[config.mk]
export PLATFORM = sky130hd
export DESIGN_NAME = overload_guard
export DESIGN_NICKNAME = d
export VERILOG_FILES = /design/src/rtl/ovg_pkg.sv /design/src/rtl/ovg_tick_timer.sv /design/src/rtl/ovg_ctrl.sv /design/src/rtl/overload_guard.sv
export SDC_FILE = /design/constraint.sdc
export NUM_CORES = 1
export LEC_CHECK = 0
export ABC_AREA = 1
export ABC_CLOCK_PERIOD_IN_PS = 4700
export BUFFER_PORTS_ARGS = -buffer_cell sky130_fd_sc_hd__buf_2
export CAP_MARGIN = 10
export CORE_UTILIZATION = 34
export CTS_CLUSTER_SIZE = 12
export DETAILED_ROUTE_END_ITERATION = 8
export PLACE_DENSITY = 0.56
export SYNTH_ARGS = -nofsm -noshare
export SYNTH_HDL_FRONTEND = slang
export SYNTH_SLANG_ARGS = --single-unit
[constraint.sdc]
create_clock -name clk -period 4.7 [get_ports clk]
set_clock_uncertainty 0.15 [all_clocks]
set_input_delay 0.235 -clock clk [delete_from_list [all_inputs] [get_ports clk]]
set_output_delay 0.235 -clock clk [all_outputs]
set_load 0.02 [all_outputs]
[src/rtl/ovg_pkg.sv]
package ovg_pkg;
  typedef enum logic [2:0] {
    ST_RUN   = 3'd0,
    ST_ON    = 3'd1,
    ST_OFF   = 3'd2,
    ST_CLAMP = 3'd3,
    ST_HOT   = 3'd4
  } ovg_state_e;
endpackage

[src/rtl/ovg_tick_timer.sv]
module ovg_tick_timer #(
  parameter int CW = 10
) (
  input  logic          clk,
  input  logic          rst_n,
  input  logic          restart,
  input  logic          tick,
  input  logic [CW-1:0] limit,
  output logic          done
);
  logic [CW-1:0] cnt_q;

  // Window ends on the tick that brings the count to the limit.
  assign done = tick && (cnt_q == limit - CW'(1));

  always_ff @(posedge clk or negedge rst_n) begin
    if (!rst_n)       cnt_q <= '0;
    else if (restart) cnt_q <= '0;
    else if (tick)    cnt_q <= cnt_q + CW'(1);
  end
endmodule

[src/rtl/ovg_ctrl.sv]
module ovg_ctrl
  import ovg_pkg::*;
#(
  parameter int CW             = 10,
  parameter int ON_SHORT_TICKS = 90,
  parameter int ON_LONG_TICKS  = 180,
  parameter int OFF_TICKS      = 900
) (
  input  logic          clk,
  input  logic          rst_n,
  input  logic          ovl_det,
  input  logic          ovt_det,
  input  logic          cfg_static,
  input  logic          cfg_long_on,
  input  logic          cfg_ovl_latch,
  input  logic          cfg_ovt_latch,
  input  logic          done,
  output logic          restart,
  output logic [CW-1:0] limit,
  output logic          out_en,
  output logic          vsel_clear,
  output logic          ovl_evt,
  output logic          ovt_evt
);
  ovg_state_e state_q, state_n;
  logic seen_q, seen_n;
  logic clr_n, ovl_evt_n, ovt_evt_n;

  always_comb begin
    if (state_q == ST_OFF)  limit = CW'(OFF_TICKS);
    else if (cfg_long_on)   limit = CW'(ON_LONG_TICKS);
    else                    limit = CW'(ON_SHORT_TICKS);
  end

  always_comb begin
    state_n   = state_q;
    seen_n    = seen_q;
    clr_n     = 1'b0;
    ovl_evt_n = 1'b0;
    ovt_evt_n = 1'b0;
    if (ovt_det) begin
      // Thermal shutdown overrides every other state.
      state_n   = ST_HOT;
      ovt_evt_n = (state_q != ST_HOT);
    end else begin
      unique case (state_q)
        ST_RUN: begin
          if (ovl_det) begin
            state_n   = cfg_static ? ST_CLAMP : ST_ON;
            seen_n    = 1'b1;
            ovl_evt_n = 1'b1;
          end
        end
        ST_ON: begin
          seen_n = seen_q | ovl_det;
          if (cfg_static) begin
            state_n = ST_CLAMP;
          end else if (done) begin
            if (seen_q || ovl_det) begin
              state_n = ST_OFF;
            end else begin
              state_n = ST_RUN;
              clr_n   = cfg_ovl_latch;
            end
          end
        end
        ST_OFF: begin
          if (cfg_static) begin
            state_n = ST_CLAMP;
          end else if (done) begin
            state_n = ST_ON;
            seen_n  = 1'b0;
          end
        end
        ST_CLAMP: begin
          if (!ovl_det) begin
            state_n = ST_RUN;
            clr_n   = cfg_ovl_latch;
          end
        end
        ST_HOT: begin
          state_n = ST_RUN;
          clr_n   = cfg_ovt_latch;
        end
        default: state_n = ST_RUN;
      endcase
    end
  end

  assign restart = (state_n != state_q);
  assign out_en  = (state_q != ST_OFF) && (state_q != ST_HOT);

  always_ff @(posedge clk or negedge rst_n) begin
    if (!rst_n) begin
      state_q    <= ST_RUN;
      seen_q     <= 1'b0;
      vsel_clear <= 1'b0;
      ovl_evt    <= 1'b0;
      ovt_evt    <= 1'b0;
    end else begin
      state_q    <= state_n;
      seen_q     <= seen_n;
      vsel_clear <= clr_n;
      ovl_evt    <= ovl_evt_n;
      ovt_evt    <= ovt_evt_n;
    end
  end
endmodule

[src/rtl/overload_guard.sv]
module overload_guard #(
  parameter int ON_SHORT_TICKS = 90,
  parameter int ON_LONG_TICKS  = 180,
  parameter int OFF_TICKS      = 900
) (
  input  logic clk,
  input  logic rst_n,
  input  logic tick,
  input  logic ovl_det,
  input  logic ovt_det,
  input  logic cfg_static,
  input  logic cfg_long_on,
  input  logic cfg_ovl_latch,
  input  logic cfg_ovt_latch,
  output logic out_en,
  output logic vsel_clear,
  output logic ovl_evt,
  output logic ovt_evt
);
  localparam int MAX_ON = (ON_LONG_TICKS > ON_SHORT_TICKS) ? ON_LONG_TICKS : ON_SHORT_TICKS;
  localparam int MAX_T  = (OFF_TICKS > MAX_ON) ? OFF_TICKS : MAX_ON;
  localparam int CW     = $clog2(MAX_T + 1);

  logic          restart, done;
  logic [CW-1:0] limit;

  ovg_tick_timer #(.CW(CW)) u_timer (
    .clk(clk), .rst_n(rst_n), .restart(restart), .tick(tick),
    .limit(limit), .done(done)
  );

  ovg_ctrl #(
    .CW(CW), .ON_SHORT_TICKS(ON_SHORT_TICKS),
    .ON_LONG_TICKS(ON_LONG_TICKS), .OFF_TICKS(OFF_TICKS)
  ) u_ctrl (
    .clk(clk), .rst_n(rst_n), .ovl_det(ovl_det), .ovt_det(ovt_det),
    .cfg_static(cfg_static), .cfg_long_on(cfg_long_on),
    .cfg_ovl_latch(cfg_ovl_latch), .cfg_ovt_latch(cfg_ovt_latch),
    .done(done), .restart(restart), .limit(limit), .out_en(out_en),
    .vsel_clear(vsel_clear), .ovl_evt(ovl_evt), .ovt_evt(ovt_evt)
  );
endmodule

==> results of run 1 <==
worst min-delay path: cells and delay by family:
family                 cells  cell delay [ns]
buffers and inverters      1             0.09
AOI/OAI and AO/OA          1             0.06
and+or+nand+nor            1             0.05
layer usage:
layer  share of wire [%]  vias up  global-route usage [%]
li1                    -      478                       -
met1                  50      441                    19.7
met2                  45       19                    22.0
met3                 3.4        2                    1.30
met4                 1.3        0                    6.98
met5                   0        -                       0
cell families after synthesis:
| group | synth area share, % |
|---|---|
| simple gates | 42.1 |
| buf+inv | 7.60 |
| flops | 36.9 |
| compound gates | 5.32 |
| xor+xnor | 6.08 |
| mux | 0.869 |
| fa+ha+maj | 1.09 |
synth_stat cells:
| library cell | instances | share of area [%] |
|---|---|---|
| nand2_1 | 25 | 8.1 |
| nor3_1 | 4 | 1.7 |
| a22oi_1 | 1 | 0.65 |
| inv_2 | 4 | 1.3 |
| nand3b_2 | 1 | 0.98 |
| nor2_4 | 2 | 2.0 |
| mux2i_1 | 1 | 0.87 |
| nand3_4 | 1 | 1.5 |
| a21oi_1 | 3 | 1.3 |
| xor2_1 | 7 | 5.3 |
| nand2_4 | 2 | 2.0 |
| clkinv_1 | 1 | 0.33 |
| nand2_2 | 8 | 4.3 |
| ha_1 | 1 | 1.1 |
| o21ai_0 | 2 | 0.87 |
| o2111ai_1 | 1 | 0.76 |
| or2_2 | 1 | 0.54 |
| nor2_1 | 12 | 3.9 |
| buf_4 | 1 | 0.65 |
| nand4_1 | 1 | 0.54 |
| nor2_2 | 14 | 7.6 |
| clkbuf_1 | 1 | 0.33 |
| a31oi_1 | 2 | 1.1 |
| inv_1 | 13 | 4.2 |
| nand2_8 | 1 | 1.7 |
| nand4_2 | 1 | 1.1 |
| a21o_1 | 1 | 0.65 |
| xnor2_1 | 1 | 0.76 |
| nand3_1 | 6 | 2.6 |
| nand3_2 | 4 | 3.5 |
| clkinv_4 | 1 | 0.76 |
| dfrtp_1 | 17 | 37 |
layout by cell type (no fill, tap or decap), types with 2 or more instances in the layout:
cell type / count
nor3_1: 4
xor2_1: 7
nor2_4: 2
a31oi_1: 2
dfrtp_1: 17
nand3_1: 6
dlygate4sd3_1: 2
inv_2: 4
inv_1: 13
a21oi_1: 3
nand2_4: 2
nand2_2: 8
buf_2: 12
clkbuf_4: 3
nor2_1: 12
nand3_2: 4
nor2_2: 14
o21ai_0: 2
nand2_1: 25
per-stage QoR:
step / setup WS (ns) / instance area, um2 / power [mW] / instances
6_report: 2.81 / 1300 / 0.297 / 201
3_5_place_dp: 2.81 / 1260 / 0.222 / 195
4_1_cts: 2.80 / 1300 / 0.301 / 201
2_1_floorplan: 3.00 / 1150 / 0.205 / 141
3_3_place_gp: 2.84 / 1260 / 0.221 / 195
5_1_grt: 2.61 / 1300 / 0.317 / 201
power by group through the flow:
stage / logic (mW) / registers (mW) / clock network (mW)
floorplan: 0.0419 / 0.163 / 0
global placement: 0.0584 / 0.162 / 0
detailed placement: 0.0591 / 0.162 / 0
CTS: 0.0606 / 0.160 / 0.0813
global route: 0.0666 / 0.161 / 0.0899
finish: 0.0595 / 0.160 / 0.0784
layout make-up:
| class | instances | area [um2] |
|---|---|---|
| inverter | 19 | 76.3 |
| timing repair buffer | 14 | 80.1 |
| tap | 44 | 55.1 |
| clock buffer | 4 | 26.3 |
| multi-input combinational | 103 | 639 |
| sequential | 17 | 425 |
| fill | 325 | 1830 |
state kept, by name (all words and copies together), names as in the netlist:
name / flops
u_ctrl.ovt_evt: 1
u_ctrl.seen_q: 1
u_ctrl.state_q: 3
u_ctrl.ovl_evt: 1
u_timer.cnt_q: 10
u_ctrl.vsel_clear: 1
worst paths after layout:
path	end	slack, ns
setup / recovery	u_timer.cnt_q[1]	2.81
hold / removal	u_ctrl.vsel_clear	0.04
setup reg to reg	u_timer.cnt_q[1]	2.81
hold reg to reg	u_ctrl.seen_q	0.41
max in group asynchronous	u_timer.cnt_q[5]	3.87
min in group asynchronous	u_timer.cnt_q[1]	0.25
==> results.json, run 1 <==
{
  "ctsHoldBuffers": 2,
  "core_area_mm2": 0.00313,
  "syn_nets": 151,
  "clock_path_buffers": 2,
  "io-pin-count": 13,
  "cts_num_sinks": 17,
  "worst_pin_slew_ns": 0.397,
  "synth_cell_type_count": 32,
  "slew_headroom_pct": 73.6,
  "hold_path_class": "in2reg",
  "num_vias": 940,
  "p_leak_nw": 0.592,
  "cts_resized": 0,
  "cts_buffers": 3,
  "cp.required_ns": 4.73,
  "grt_first_pass_wirelength_um": 3770,
  "crit_buf_inv": 1,
  "holdPathStages": 3,
  "swShare_pct": 30.8,
  "clk_latency_ns": 0.28,
  "startpoint_type": "flop",
  "synth-seq-cells": 17,
  "rr_startpoint": "u_ctrl.state_q[2]",
  "crit_path_frequent_cell": "nand2_2",
  "diodes": 0,
  "htreeDepth": 1,
  "min_period_ns": 1.89,
  "drv_slew": 0,
  "place_hpwl_um": 1700,
  "seq_area_frac_synth_pct": 36.9,
  "critPathSlowestCell": "dfrtp_1",
  "status": "completed",
  "p_per_area_mw_per_mm2": 228,
  "intPower_mw": 0.206,
  "crit_cells": 12,
  "chipHeight_um": 60.2,
  "finalSetupViolations": 0,
  "worstSetupPathType": "reg2reg",
  "gp_congestion": 0.800,
  "cp.arrival_ns": 1.92,
  "yosysWarnings": 0,
  "drive_above_1_share_pct": 35.0,
  "cpLargestDelayFamily": "simple AND/OR/NAND/NOR gates",
  "start_util_pct": 36.8,
  "seqPwrFrac_pct": 53.7,
  "hp-start": "cfg_ovt_latch",
  "avgSynthCellArea_um2": 8.17,
  "syn_area_mm2": 0.00115,
  "die-area_mm2": 0.00363,
  "grt_usage_pct": 14.2,
  "chipWidth_um": 60.2,
  "post-route-util_pct": 41.6,
  "hold_viol_final": 0,
  "area_growth_pct": 13.0,
  "routed_wirelength_um": 2150,
  "grt_pass1_vias": 868,
  "rsz0062_at_grt": "no",
  "final_nets": 168,
  "vias_per_cell": 4.68,
  "ir_drop_mv": 0.122,
  "crit_path_start": "u_ctrl.state_q[2]",
  "rr_worst_depth": 12,
  "hold_ws_ns": 0.0409,
  "grt_max_degree": 18,
  "clkSlewWorstSetupHoldPaths_ns": 0.10,
  "drt-wirelength-per-cell_um": 10.7,
  "drt_pass1_iterations": 4,
  "fmax_ghz": 0.529,
  "cts_setup_buffers": 0,
  "timing.final.crit_share_pct": 40.2,
  "num_rows": 20,
  "cpPeakStageDelay_ns": 0.44,
  "clockPowerShare_pct": 26.3,
  "io_buffers": 12,
  "crit_chain": "inv_2, nand2_2, nor2_4, nand2_2, nand2_2, nand4_2, nand2_1, nand3b_2, nand3_1, nand2_4, nand2_8, nor2_2",
  "switchingPower_mw": 0.0915,
  "cp_max_fo": 10,
  "fin_tns_setup_ns": 0,
  "combPwrFrac_pct": 20.0,
  "cap_viol_max_count": 0,
  "drc_errors": 0,
  "route.antenna.remaining_nets": 0,
  "synthCells": 141,
  "cts_root_buf": "clkbuf_4",
  "cts_tree": "built",
  "drtIter0Drc": 45,
  "overflow": 0,
  "grt_antenna_before_repair": 0,
  "worstSetupEndpointType": "flop"
}
Note: power is estimated with default switching activity, not from simulation.
==> run 2: changes to the inputs <==
ABC_CLOCK_PERIOD_IN_PS = 1940   (was 4700)
clock period = 1.94 ns   (was 4.7 ns; I/O delays follow)
==> results.json, run 2 (same netlist as run 1, synthesis figures left out) <==
{
  "status": "completed",
  "worstSetupEndpointType": "flop",
  "placed_cell_area_mm2": 0.00126,
  "critPathSlowestCell": "dfrtp_2",
  "place_hpwl_um": 1740,
  "clkSlewWorstSetupHoldPaths_ns": 0.11,
  "area_growth_pct": 27.3,
  "min_period_ns": 1.88,
  "drt_pass1_iterations": 4,
  "hold_path_class": "in2reg",
  "drv_slew": 0,
  "startpoint_type": "flop",
  "cpPeakStageDelay_ns": 0.46,
  "layout_setup_ws_ns": 0.0591,
  "p_per_area_mw_per_mm2": 527,
  "overflow": 0,
  "finalSetupViolations": 0,
  "worstSetupPathType": "reg2reg",
  "rsz0062_at_grt": "yes",
  "cts_buffers": 3,
  "cts_tree": "built",
  "chipWidth_um": 60.2,
  "cts_root_buf": "clkbuf_4",
  "num_rows": 20,
  "route.antenna.remaining_nets": 0,
  "start_util_pct": 36.8,
  "crit_chain": "inv_4, nand2_4, nor2_4, nand2_2, nand2_4, nand3_2, nand2_1, nand2_1, nand3b_4, nand2_2, nand2_2, nand2_4, nand2_8, nor2_4",
  "drc_errors": 0,
  "grt_pass1_vias": 907,
  "timing.final.crit_share_pct": 97.0,
  "drtIter0Drc": 19,
  "largest_reg_flops": 10,
  "layout_commonest_cell": "nand2_1",
  "combPwrFrac_pct": 24.4,
  "intPower_mw": 0.522,
  "gp_congestion": 0.795,
  "regMostFlops": "u_timer.cnt_q",
  "clk_latency_ns": 0.29,
  "cap_viol_max_count": 0,
  "grt_first_pass_wirelength_um": 3950,
  "cts_num_sinks": 17,
  "die-area_mm2": 0.00363,
  "seqPwrFrac_pct": 50.1,
  "swShare_pct": 32.5,
  "chipHeight_um": 60.2,
  "final_nets": 179,
  "io_buffers": 12,
  "cp.required_ns": 1.97,
  "hold_ws_ns": 0.0263,
  "dpl.cell_count": 196,
  "cp.arrival_ns": 1.91,
  "post-place-ws_ns": 0.0646,
  "drive_above_1_share_pct": 42.9,
  "p_leak_nw": 0.665,
  "htreeDepth": 1,
  "routed_wirelength_um": 2470,
  "core_area_mm2": 0.00313,
  "drt-wirelength-per-cell_um": 11.6,
  "ir_drop_mv": 0.227,
  "num_vias": 981,
  "vias_per_cell": 4.63,
  "fmax_ghz": 0.532,
  "grt_antenna_before_repair": 0,
  "switchingPower_mw": 0.251,
  "hold_viol_final": 0,
  "cp_max_fo": 6,
  "clock_path_buffers": 2,
  "worst_pin_slew_ns": 0.403,
  "r2r_setup_slack_ns": 0.06,
  "most-common-layout-cells": "nand2_1, dfrtp_1, inv_1, nor2_2, buf_2",
  "slew_headroom_pct": 73.1,
  "io-pin-count": 13,
  "diodes": 0,
  "fin_cells": 212,
  "grt_usage_pct": 14.8,
  "largestRegisters": "u_timer.cnt_q: 10 flops, u_ctrl.state_q: 3 flops",
  "fin_tns_setup_ns": 0,
  "clockPowerShare_pct": 25.5,
  "fin_area_mm2": 0.00147,
  "grt_max_degree": 18
}
==> run 2: path summary, 6_finish.rpt <==
check | depth (start not counted) | end | start
worst max-delay path | 14 | u_timer.cnt_q[7] | u_ctrl.state_q[2]
worst min-delay path | 3 | u_timer.cnt_q[3] | tick
worst max register to register | 14 | u_timer.cnt_q[7] | u_ctrl.state_q[2]
worst min register to register | 2 | u_ctrl.seen_q | u_ctrl.seen_q
max in group asynchronous | 2 | u_ctrl.state_q[2] | rst_n
min in group asynchronous | 2 | u_ctrl.ovt_evt | rst_n
==> run 2: cell type report <==
type	instances	area, um2
timing repair buffer	24	163
clock buffer	4	26.3
fill	315	1660
inverter	19	78.8
multi-input combinational	104	714
sequential	17	429
tap	44	55.1
==> run 2: repair_timing <==
action	in CTS	in global routing
hold endpoints to repair	20	0
hold buffers	5	0
setup buffers	0	6
endpoints found under the setup margin	0	10
gates resized for setup	0	17
==> run 2: layer usage <==
metal  vias up  GRT usage [%]  part of all wire (%)
met2        11           22.4                    47
li1        502              -                     -
met5         -              0                     0
met4         0           6.98                   1.1
met1       466           21.0                    50
met3         2           1.30                   1.7
==> run 2: power by group through the flow <==
stage | Clock, mW | Sequential (mW) | Combinational [mW]
global placement | 0 | 0.393 | 0.142
global route | 0.216 | 0.390 | 0.206
floorplan | 0 | 0.394 | 0.102
CTS | 0.206 | 0.387 | 0.151
finish | 0.197 | 0.387 | 0.188
detailed placement | 0 | 0.394 | 0.143
==> run 2: through the flow <==
| stage | power (mW) | utilization (%) |
|---|---|---|
| after floorplan | 0.496 | - |
| after global placement | 0.534 | 40.4 |
| after detailed placement | 0.537 | 40.4 |
| after CTS | 0.744 | 42.8 |
| after global routing | 0.813 | 46.9 |
| final | 0.773 | 46.9 |
==> run 2: critical path: cells and delay by family (launching register included) <==
family | cells | cell delay [ns]
and+or+nand+nor | 13 | 1.03
DFF | 1 | 0.46
buffers and inverters | 1 | 0.10
